[src/rtl/mono_scanout_pkg.sv]
package mono_scanout_pkg;

   typedef logic [23:0] rgb_t;

   localparam rgb_t RGB_BLACK = 24'h000000;
   localparam rgb_t RGB_GREEN = 24'h00FF00;
   localparam rgb_t RGB_BLUE  = 24'h0000FF;

endpackage

[src/rtl/msc_addr_gen.sv]
module msc_addr_gen #(
   parameter int FRAME_WORDS = 81000,
   parameter int ADDR_W      = 17
) (
   input  logic              clk,
   input  logic              rst_n,
   input  logic              vblank,
   input  logic              fetch,
   output logic [ADDR_W-1:0] addr
);

   localparam logic [ADDR_W-1:0] LAST_WORD = ADDR_W'(FRAME_WORDS - 1);

   // The address always points at the next word to consume, so the RAM
   // returns that word one clock before its first pixel is needed.
   always_ff @(posedge clk or negedge rst_n) begin
      if (!rst_n) begin
         addr <= '0;
      end else if (vblank) begin
         addr <= '0;
      end else if (fetch) begin
         addr <= (addr == LAST_WORD) ? '0 : addr + 1'b1;
      end
   end

endmodule

[src/rtl/msc_shifter.sv]
module msc_shifter #(
   parameter int WORD_W = 16
) (
   input  logic              clk,
   input  logic              rst_n,
   input  logic              de,
   input  logic              word_start,
   input  logic [WORD_W-1:0] rd_data,
   output logic              pix_bit
);

   logic [WORD_W-1:0] sreg;

   // On the first pixel of a word the bit comes straight from the RAM;
   // the remaining bits are parked in the shift register.
   assign pix_bit = word_start ? rd_data[0] : sreg[0];

   always_ff @(posedge clk or negedge rst_n) begin
      if (!rst_n) begin
         sreg <= '0;
      end else if (de) begin
         if (word_start) begin
            sreg <= {1'b0, rd_data[WORD_W-1:1]};
         end else begin
            sreg <= {1'b0, sreg[WORD_W-1:1]};
         end
      end
   end

endmodule

[src/rtl/msc_colour.sv]
module msc_colour
   import mono_scanout_pkg::*;
#(
   parameter rgb_t OFF_RGB = RGB_GREEN,
   parameter rgb_t ON_RGB  = RGB_BLUE
) (
   input  logic clk,
   input  logic rst_n,
   input  logic de,
   input  logic pix_bit,
   output rgb_t rgb
);

   always_ff @(posedge clk or negedge rst_n) begin
      if (!rst_n) begin
         rgb <= RGB_BLACK;
      end else if (!de) begin
         rgb <= RGB_BLACK;
      end else begin
         rgb <= pix_bit ? ON_RGB : OFF_RGB;
      end
   end

endmodule

[src/rtl/mono_scanout.sv]
module mono_scanout
   import mono_scanout_pkg::*;
#(
   parameter int   H_ACTIVE = 1440,
   parameter int   V_ACTIVE = 900,
   parameter int   WORD_W   = 16,
   parameter int   HCNT_W   = 11,
   parameter int   VCNT_W   = 10,
   parameter rgb_t OFF_RGB  = RGB_GREEN,
   parameter rgb_t ON_RGB   = RGB_BLUE,
   localparam int  LINE_WORDS  = H_ACTIVE / WORD_W,
   localparam int  FRAME_WORDS = LINE_WORDS * V_ACTIVE,
   localparam int  ADDR_W      = $clog2(FRAME_WORDS + 1)
) (
   input  logic              clk,
   input  logic              rst_n,
   input  logic [HCNT_W-1:0] h_cnt,
   input  logic [VCNT_W-1:0] v_cnt,
   input  logic              de,
   output logic [ADDR_W-1:0] rd_addr,
   input  logic [WORD_W-1:0] rd_data,
   output logic [23:0]       rgb
);

   // Elaboration-time parameter checks
   if (WORD_W < 2) begin : g_chk_word
      $error("WORD_W must be at least 2");
   end
   if (H_ACTIVE % WORD_W != 0) begin : g_chk_line
      $error("H_ACTIVE must be a whole number of words");
   end
   if (H_ACTIVE >= (1 << HCNT_W)) begin : g_chk_hcnt
      $error("HCNT_W too narrow for H_ACTIVE");
   end
   if (V_ACTIVE >= (1 << VCNT_W)) begin : g_chk_vcnt
      $error("VCNT_W too narrow for V_ACTIVE");
   end

   logic word_start;
   logic vblank;
   logic fetch;
   logic pix_bit;
   rgb_t rgb_q;

   assign word_start = (h_cnt % HCNT_W'(WORD_W)) == '0;
   assign vblank     = v_cnt >= VCNT_W'(V_ACTIVE);
   assign fetch      = de & word_start;

   msc_addr_gen #(
      .FRAME_WORDS (FRAME_WORDS),
      .ADDR_W      (ADDR_W)
   ) u_addr (
      .clk    (clk),
      .rst_n  (rst_n),
      .vblank (vblank),
      .fetch  (fetch),
      .addr   (rd_addr)
   );

   msc_shifter #(
      .WORD_W (WORD_W)
   ) u_shift (
      .clk        (clk),
      .rst_n      (rst_n),
      .de         (de),
      .word_start (word_start),
      .rd_data    (rd_data),
      .pix_bit    (pix_bit)
   );

   msc_colour #(
      .OFF_RGB (OFF_RGB),
      .ON_RGB  (ON_RGB)
   ) u_colour (
      .clk     (clk),
      .rst_n   (rst_n),
      .de      (de),
      .pix_bit (pix_bit),
      .rgb     (rgb_q)
   );

   assign rgb = rgb_q;

endmodule

[config.mk]
export PLATFORM = sky130hd
export DESIGN_NAME = mono_scanout
export DESIGN_NICKNAME = d
export VERILOG_FILES = /design/src/rtl/mono_scanout_pkg.sv /design/src/rtl/msc_addr_gen.sv /design/src/rtl/msc_shifter.sv /design/src/rtl/msc_colour.sv /design/src/rtl/mono_scanout.sv
export SDC_FILE = /design/constraint.sdc
export NUM_CORES = 1
export LEC_CHECK = 0
export BUFFER_PORTS_ARGS = -buffer_cell sky130_fd_sc_hd__buf_2
export CORE_ASPECT_RATIO = 1.75
export CORE_MARGIN = 2
export CORE_UTILIZATION = 54
export CTS_BUF_LIST = sky130_fd_sc_hd__clkbuf_4
export CTS_CLUSTER_SIZE = 8
export DETAILED_ROUTE_END_ITERATION = 8
export GPL_ROUTABILITY_DRIVEN = 0
export PLACE_DENSITY = 0.88
export RECOVER_POWER = 100
export SLEW_MARGIN = 20
export SYNTH_ARGS = -nofsm -noshare
export SYNTH_HDL_FRONTEND = slang
export SYNTH_SLANG_ARGS = --single-unit
[constraint.sdc]
create_clock -name clk -period 3.1 [get_ports clk]
set_input_delay 0.465 -clock clk [delete_from_list [all_inputs] [get_ports clk]]
set_output_delay 0.465 -clock clk [all_outputs]
set_load 0.01 [all_outputs]
### Yosys cells after proc, flatten, opt, wreduce, memory -nomap -nowiden

Cells that the tools add are included.

* output and inout bits: 41
* input port bits: 40
* register bits: 57

* multiplexer cells: 7
* add/subtract/negate cells: 1
* bitwise operators: 1
* $lt $le $gt $ge: 1
* reduce and logical (&&, ||, !) cells: 2
* equality and inequality tests: 1

Operators with widths (number)
* 2-to-1 mux 17 bit: 3
* 2-to-1 mux 16 bit: 2
* adder 17 x 1 -> 17 bit (second input constant): 1
* equality test 17 bit (second input constant): 1
* 2-to-1 mux 15 bit: 1
* zero test 11 bit: 1
* >= comparator 10 bit (second input constant): 1
* nonzero test 2 bit: 1
* AND 1 bit: 1
* 2-to-1 mux 1 bit: 1

### Longest topological paths before layout

Gate-level depths: netlist of run 1.

* word-level depth: 4
* gate-level depth with buffers: 6

### Hierarchy

From an unflattened synthesis of run 1, not the netlist that was laid out.

* cells, all modules: 193
* area, all modules: 1876.8 um^2

Modules (own cells, without submodules)
* msc_addr_gen: cells each 94, times used 1, area an instance 897.1 um^2
* msc_shifter: cells each 66, times used 1, area an instance 706.9 um^2
* msc_colour: cells each 27, times used 1, area an instance 235.2 um^2
* mono_scanout: cells each 6, times used 1, area an instance 37.5 um^2

### Worst setup path after synthesis of run 1

Ideal clock, no wire load.

* kind: in2reg
* start: input port v_cnt[2]
* end: register u_addr.addr[12]
* cell stages on the path: 4
* arrival: 2.002 ns
* slack: 1.003 ns
* path through: or4_4 o2111a_2 or4b_4 o32ai_2

* longest elaborated chain between the ends: 2
* elaborated cells between the ends (all ways): 3
* classes of those cells: order compare (1); mux (1); reduce/logical (1)

Ends and longest elaborated chain
* start, declared: line mono_scanout.sv:18 `input logic [VCNT_W-1:0] v_cnt,`
* >= comparator 10 bit *: line mono_scanout.sv:46 `assign vblank = v_cnt >= VCNT_W'(V_ACTIVE);`
* 2-to-1 mux 17 bit or nonzero test 2 bit (tied branches)
* end signal, assigned: line msc_addr_gen.sv:22 `addr <= (addr == LAST_WORD) ? '0 : addr + 1'b1;`
* end, declared: line msc_addr_gen.sv:9 `output logic [ADDR_W-1:0] addr`

Mark *: on every way between the ends. The rest lies on a longest branch, timed or not.
A chain may end at the register's enable or synchronous reset.

### Worst setup path after layout of run 1

* start: input port h_cnt[1]
* end: register u_addr.addr[15]

* longest elaborated chain between the ends: 3

Ends and longest elaborated chain
* start, declared: line mono_scanout.sv:17 `input logic [HCNT_W-1:0] h_cnt,`
* zero test 11 bit: line mono_scanout.sv:45 `assign word_start = (h_cnt % HCNT_W'(WORD_W)) == '0;`
* AND 1 bit: line mono_scanout.sv:47 `assign fetch = de & word_start;`
* nonzero test 2 bit (no source line)

Every way passes these cells.

==> summary.txt, run 1 <==
Status
  • Status: complete, but fails checks
  • Failing checks: max-capacitance violations, max-slew violations

Worst setup path
  • Critical path arrival: 2720 ps
  • Max FO, Critical Path: 20
  • Max stage delay on crit path: 930 ps
  • Worst-path cell chain: buf_2 > nor4_1 > clkbuf_1 > nand4_1 > or3_1 > a21oi_1
  • CP Launch Type: input port
  • Critical path's slowest cell: clkbuf_1
  • WS Path Type: in -> reg
  • R2R depth: 6
  • R2r setup slk: 770 ps
  • Reg2Reg Capture Point: u_addr.addr[5]
  • Req. time, crit path: 3360 ps
  • CP Capture Type: flop
  • FF-to-FF Start: u_addr.addr[0]

Clock tree
  • Max clock buf depth: 2
  • Clock Sinks: 34
  • CTS tree: done
  • Clock transition at the registers of the reported paths: 100 ps
  • Hold_buf cts: 0
  • Postcts setup bufs: 0
  • CTS H-tree lvls: 2
  • Cts bufs inserted: 5
  • Post-cts sizing count: 0
  • Clk root buf: clkbuf_4
  • Worst skew pair latency: 330 ps

Job
  • MaxCap Viol Count: 1

STA
  • FMAX: 407 MHz
  • Sum Neg Setup Slack: 0 ps
  • Final setup viols: 0
  • Fin crit period: 2460 ps
  • Final Hold Fails: 0
  • Final Max Tran Viols: 35
  • Slew @ Worst Pin: 1800 ps
  • Max_slew headroom: -19.8%
  • Setup skew after layout: 7.48 ps
  • Part of the cycle the worst path needs: 79.2%
  • Unrepaired setup endpoints after global routing: false

Yosys
  • Synth unique cells: 41
  • Post-synthesis register bit count: 34
  • Asr flop ratio synth: 100%
  • Most frequent cells after synthesis: dfrtp_1 (34), a21oi_1 (28), buf_4 (24), nand2_1 (17), nor2_1 (15)
  • Top_reg_cell synth: dfrtp_1
  • Top-area cell type share of the netlist area: 42.5%
  • YS warnings: 0
  • Area contributors post-synth: dfrtp_1 (43%), buf_4 (9.0%), a21oi_1 (7.0%), mux2i_1 (7.0%), nand2_1 (3.2%)
  • Sequential area share after synthesis: 42.5%
  • Area leader, netlist: dfrtp_1
  • Netlist Area Pre-Place: 2000 um2
  • Syn_area_per_cell: 9.18 um2
  • Mapped Cells: 218
  • Post-synth EDFFs: 0
  • Cell with the most instances after synthesis: dfrtp_1

GRT
  • Met2 Usage GRT: 37.6%
  • GR Util All Layers: 21.7%
  • Vias in the first global route: 1,673
  • Antenna violations before repair: 0
  • First-pass GRT wire length: 7.25 mm
  • Grt ovf: 0
  • Gr busiest metal: met2
  • Largest net degree at the start of global routing: 36
  • Met1 GRT Util: 25.8%
  • GR Util met3: 4.09%

Drt
  • WL per Instance: 14.2 um
  • DRC: 0
  • DR vias/cell: 5.78
  • Routed wire length: 4.41 mm
  • Initial DRC Count: 56
  • Final ANT Viol Nets: 0
  • First-pass detailed-route iteration total: 4
  • Via Count: 1,791

Die
  • Boundary pin count: 81
  • Row count: 29
  • Core area: 3590 um2
  • Die width: 50.0 um
  • Die ar.: 4230 um2
  • Initial Util: 55.7%
  • Die height: 84.5 um

Placed design
  • Port Buffers: 63
  • DP HPWL: 3.21 mm

Final layout
  • Final core occ: 61.6%
  • Antenna cells: 0
  • Layout fillers: 358
  • Ratio of cells with drive above 1 in the final layout: 15.5%
  • Area Growth Syn to Fin: 10.5%
  • Nets@finish: 304

Hold path
  • Hold crit path type: in -> reg
  • Min-delay src: rd_data[15]
  • Worst hold endpoint: u_shift.sreg[14]
  • Worst Hold Depth: 3

Pwr
  • PwrDens: 434 nW/um2
  • Max VDD drop: 0.351 mV
  • Pleak: 0.870 nW
[metrics by stage]
step | setup WS (ps) | cell area, um2 | cells | total power [mW] | hold slack, ps
CTS | 980 | 2280 | 310 | 0.983 | 206
global placement | 754 | 2200 | 302 | 0.659 | 508
global route | 461 | 2210 | 310 | 1.02 | 387
detailed placement | 733 | 2200 | 302 | 0.666 | 517
floorplan | 1000 | 2030 | 225 | 0.631 | 169
finish | 645 | 2210 | 310 | 0.960 | 408
[critical path, delay by kind of cell]
family / cells / cell delay (ps)
buffers and inverters: 2 / 1020
and+or+nand+nor: 3 / 1080
AOI/OAI and AO/OA: 1 / 140
[report_power, final]
| group | leakage (nW) | total (mW) | switching (mW) | internal [mW] |
|---|---|---|---|---|
| registers | 0.411 | 0.507 | 0.0263 | 0.480 |
| clock network | 0.0450 | 0.314 | 0.147 | 0.167 |
| logic | 0.414 | 0.139 | 0.0823 | 0.0571 |
[registers in the layout, indices dropped and copies added, names as in the netlist]
register,count
u_colour.rgb,2
u_shift.sreg,15
u_addr.addr,17
[per-layer routing]
layer	wire [um]	share of wire (%)
met3	265	6.0
met4	28	0.64
met2	2340	53
met5	0	0
met1	1770	40
[kinds of logic after synthesis]
family / synth area share, %
AOI/OAI and AO/OA: 15.2
DFF: 42.5
buffers and inverters: 11.9
muxes: 7.00
other: 0.187
adders and majority gates: 0.625
and+or+nand+nor: 22.5
[layout by cell type, fill, tap and decap left out, types with 7 or more instances in the layout]
| cell type | synthesis | routed |
|---|---|---|
| nand4_1 | 7 | 7 |
| a21oi_1 | 28 | 28 |
| conb_1 | 1 | 8 |
| mux2i_1 | 14 | 14 |
| buf_2 | 5 | 29 |
| nand3_1 | 10 | 10 |
| clkbuf_1 | 6 | 36 |
| nand2_1 | 17 | 17 |
| dfrtp_1 | 34 | 34 |
| nor2_1 | 15 | 15 |
[layout make-up]
type                    instances  area (um2)  area share (%)
multi-input cells             153         927            41.9
flip-flops and latches         34         851            38.5
repair buffers                 66         288            13.0
well taps                      46        57.6            2.60
clock inverters                 3        40.0            1.81
clock buffers                   5        37.5            1.70
inverters                       3        11.3           0.509
[how the worst max path moves through the flow]
stage	startpoint	to	slack (ps)	depth (start not counted)
6_report	h_cnt[1]	u_addr.addr[15]	640	6
2_1_floorplan	v_cnt[2]	u_addr.addr[12]	1000	4
4_1_cts	u_addr.addr[0]	u_addr.addr[5]	980	6
5_1_grt	h_cnt[1]	u_addr.addr[9]	460	6
3_3_place_gp	v_cnt[2]	u_addr.addr[12]	750	5
3_5_place_dp	v_cnt[2]	u_addr.addr[12]	730	5
(Power assumes the default switching activity.)
==> run 2: changes to the inputs <==
--- a/config.mk
+++ b/config.mk
@@ -8,12 +8,12 @@
 export BUFFER_PORTS_ARGS = -buffer_cell sky130_fd_sc_hd__buf_2
 export CORE_ASPECT_RATIO = 1.75
 export CORE_MARGIN = 2
-export CORE_UTILIZATION = 54
+export CORE_UTILIZATION = 45
 export CTS_BUF_LIST = sky130_fd_sc_hd__clkbuf_4
 export CTS_CLUSTER_SIZE = 8
 export DETAILED_ROUTE_END_ITERATION = 8
 export GPL_ROUTABILITY_DRIVEN = 0
-export PLACE_DENSITY = 0.88
+export PLACE_DENSITY = 0.78
 export RECOVER_POWER = 100
 export SLEW_MARGIN = 20
 export SYNTH_ARGS = -nofsm -noshare
==> constraint.sdc (replaced) <==
create_clock -name clk -period 2.2 [get_ports clk]
set_input_delay 0.33 -clock clk [delete_from_list [all_inputs] [get_ports clk]]
set_output_delay 0.33 -clock clk [all_outputs]
set_load 0.01 [all_outputs]
==> run 2 against run 1 <==
Critical path depth down 1. Count of clock-buffer cells in the layout increased by 1. Utilization down 9.5 points. Die area up 19%. Largest power group unchanged. Total power rose by 31%. Worst hold slack got worse by 170 ps. Flip-flop and latch count unchanged. Clock skew hardly changed. The run still ends with max-capacitance violations, max-slew violations left.
==> summary.txt, run 2 (synthesis gave the netlist of run 1 again) <==
Status
  • Status: complete, but fails checks
  • Failing checks: max-capacitance violations, max-slew violations

Clock tree
  • Clock transition at the registers of the reported paths: 100 ps (about the same)
  • Postcts setup bufs: 0 (unchanged)
  • Max clock buf depth: 2 (unchanged)
  • Worst skew pair latency: 340 ps (about the same)
  • Hold_buf cts: 0 (unchanged)
  • Clock Sinks: 34 (unchanged)
  • CTS H-tree lvls: 2 (unchanged)
  • Clk root buf: clkbuf_4
  • CTS tree: done
  • Post-cts sizing count: 0 (unchanged)
  • Cts bufs inserted: 5 (unchanged)

STA
  • Final setup viols: 0 (unchanged)
  • Setup skew after layout: 7.44 ps (-0.0364 ps)
  • Sum Neg Setup Slack: 0 ps (unchanged)
  • Slack of the critical path: 119 ps (-526 ps)
  • Unrepaired setup endpoints after global routing: false
  • Final Max Tran Viols: 35 (unchanged)
  • Final Hold Fails: 0 (unchanged)
  • Slew @ Worst Pin: 1840 ps (+38.3 ps)
  • Part of the cycle the worst path needs: 94.6%
  • Fin Hold WS: 241 ps (-167 ps)
  • FMAX: 481 MHz
  • Fin crit period: 2080 ps
  • Max_slew headroom: -22.4% (-2.6 points)

Hold path
  • Hold crit path type: in -> reg

Drt
  • Routed wire length: 4.70 mm (+6.6%)
  • DRC: 0 (unchanged)
  • WL per Instance: 14.6 um (+2.9%)
  • Final ANT Viol Nets: 0 (unchanged)
  • Initial DRC Count: 59 (+5.4%)
  • DR vias/cell: 5.73 (-0.84%)
  • First-pass detailed-route iteration total: 4 (unchanged)
  • Via Count: 1,839 (+2.7%)

GRT
  • Antenna violations before repair: 0 (unchanged)
  • First-pass GRT wire length: 7.36 mm (+1.6%)
  • Grt ovf: 0 (unchanged)
  • GR Util met3: 4.07% (-0.021 points)
  • Met1 GRT Util: 20.6% (-5.2 points)
  • Gr busiest metal: met2
  • Vias in the first global route: 1,707 (+2.0%)
  • Met2 Usage GRT: 35.6% (-1.9 points)
  • Largest net degree at the start of global routing: 36 (unchanged)
  • GR Util All Layers: 20.1% (-1.7 points)

Final layout
  • Nets@finish: 310 (+2.0%)
  • Biggest regs: u_addr.addr x17, u_shift.sreg x15, u_colour.rgb x2
  • Ratio of cells with drive above 1 in the final layout: 17.8% (+2.2 points)
  • Final non-filler cell total: 321 (+3.5%)
  • Most frequent cells in the layout: clkbuf_1 (35), dfrtp_1 (34), buf_2 (29)
  • Area Growth Syn to Fin: 12.4%
  • Largest register FFs: 17 (unchanged)
  • Antenna cells: 0 (unchanged)
  • Biggest register: u_addr.addr
  • Most common cell after layout, fill and taps aside: clkbuf_1
  • Post-route cell area: 2250 um2 (+1.8%)

Pwr
  • Pleak: 0.894 nW (+2.7%)
  • Max VDD drop: 0.387 mV (+10%)
  • PwrDens: 559 nW/um2 (+29%)

Worst setup path
  • Max FO, Critical Path: 6 (-70%)
  • CP Launch Type: flop
  • R2r setup slk: 120 ps (-650 ps)
  • Req. time, crit path: 2450 ps (-910 ps)
  • WS Path Type: reg -> reg
  • Critical path arrival: 2330 ps (-390 ps)
  • CP Capture Type: flop

Job
  • MaxCap Viol Count: 1 (unchanged)

Die
  • Die height: 92.2 um (+9.1%)
  • Die width: 54.4 um (+8.8%)
  • Row count: 32 (+10%)
  • Die ar.: 5020 um2 (+19%)
  • Boundary pin count: 81 (unchanged)
  • Core area: 4320 um2 (+20%)
  • Initial Util: 46.3% (-9.4 points)

Placed design
  • DP HPWL: 3.49 mm (+8.8%)
  • Inst Count DP: 313 (+3.6%)
  • Port Buffers: 63 (unchanged)
  • Placement Cell Area: 2250 um2 (+2.3%)
  • Place WS: 96.9 ps (-636 ps)
==> run 2: final cells by class <==
class / instances / area [um2]
Timing Repair Buffer: 72 / 337
Sequential cell: 34 / 851
Multi-Input combinational cell: 153 / 935
Tap cell: 51 / 63.8
Clock buffer: 6 / 45.0
Inverter: 3 / 11.3
Clock inverter: 2 / 8.76
Fill cell: 442 / 2070
==> run 2: final timing paths <==
| path | startpoint | end | cells after the start |
|---|---|---|---|
| worst max-delay path | u_addr.addr[0] | u_addr.addr[12] | 5 |
| worst min register to register | u_shift.sreg[14] | u_shift.sreg[14] | 2 |
| worst min-delay path | rd_data[15] | u_shift.sreg[14] | 3 |
| max in group asynchronous | rst_n | u_addr.addr[0] | 1 |
| worst max register to register | u_addr.addr[0] | u_addr.addr[12] | 5 |
| min in group asynchronous | rst_n | u_shift.sreg[9] | 1 |
==> run 2: per-layer routing <==
| layer | vias to the layer above | wire [um] | share of wire (%) |
|---|---|---|---|
| met5 | - | 0 | 0 |
| li1 | 873 | - | - |
| met4 | 0 | 155 | 3.3 |
| met3 | 14 | 336 | 7.2 |
| met1 | 854 | 1700 | 36 |
| met2 | 98 | 2510 | 53 |
==> run 2: stage by stage <==
step           util [%]  power [mW]
2_1_floorplan         -       0.889
3_3_place_gp       52.1       0.933
3_5_place_dp       52.1       0.945
4_1_cts            53.4        1.29
5_1_grt            52.1        1.34
6_report           52.1        1.26
==> run 2: critical path, cell delays in order (launching register included) <==
cell     delay, ps
dfrtp_1        460
ha_1           290
and4_1         230
nand4_1        240
or4b_1         540
o32ai_2        230
==> run 2: power by group <==
part           leakage, nW  switching, mW  total (mW)  internal [mW]
Sequential           0.411         0.0384       0.715          0.677
Combinational        0.450          0.118       0.202         0.0835
Clock               0.0331          0.208       0.341          0.132
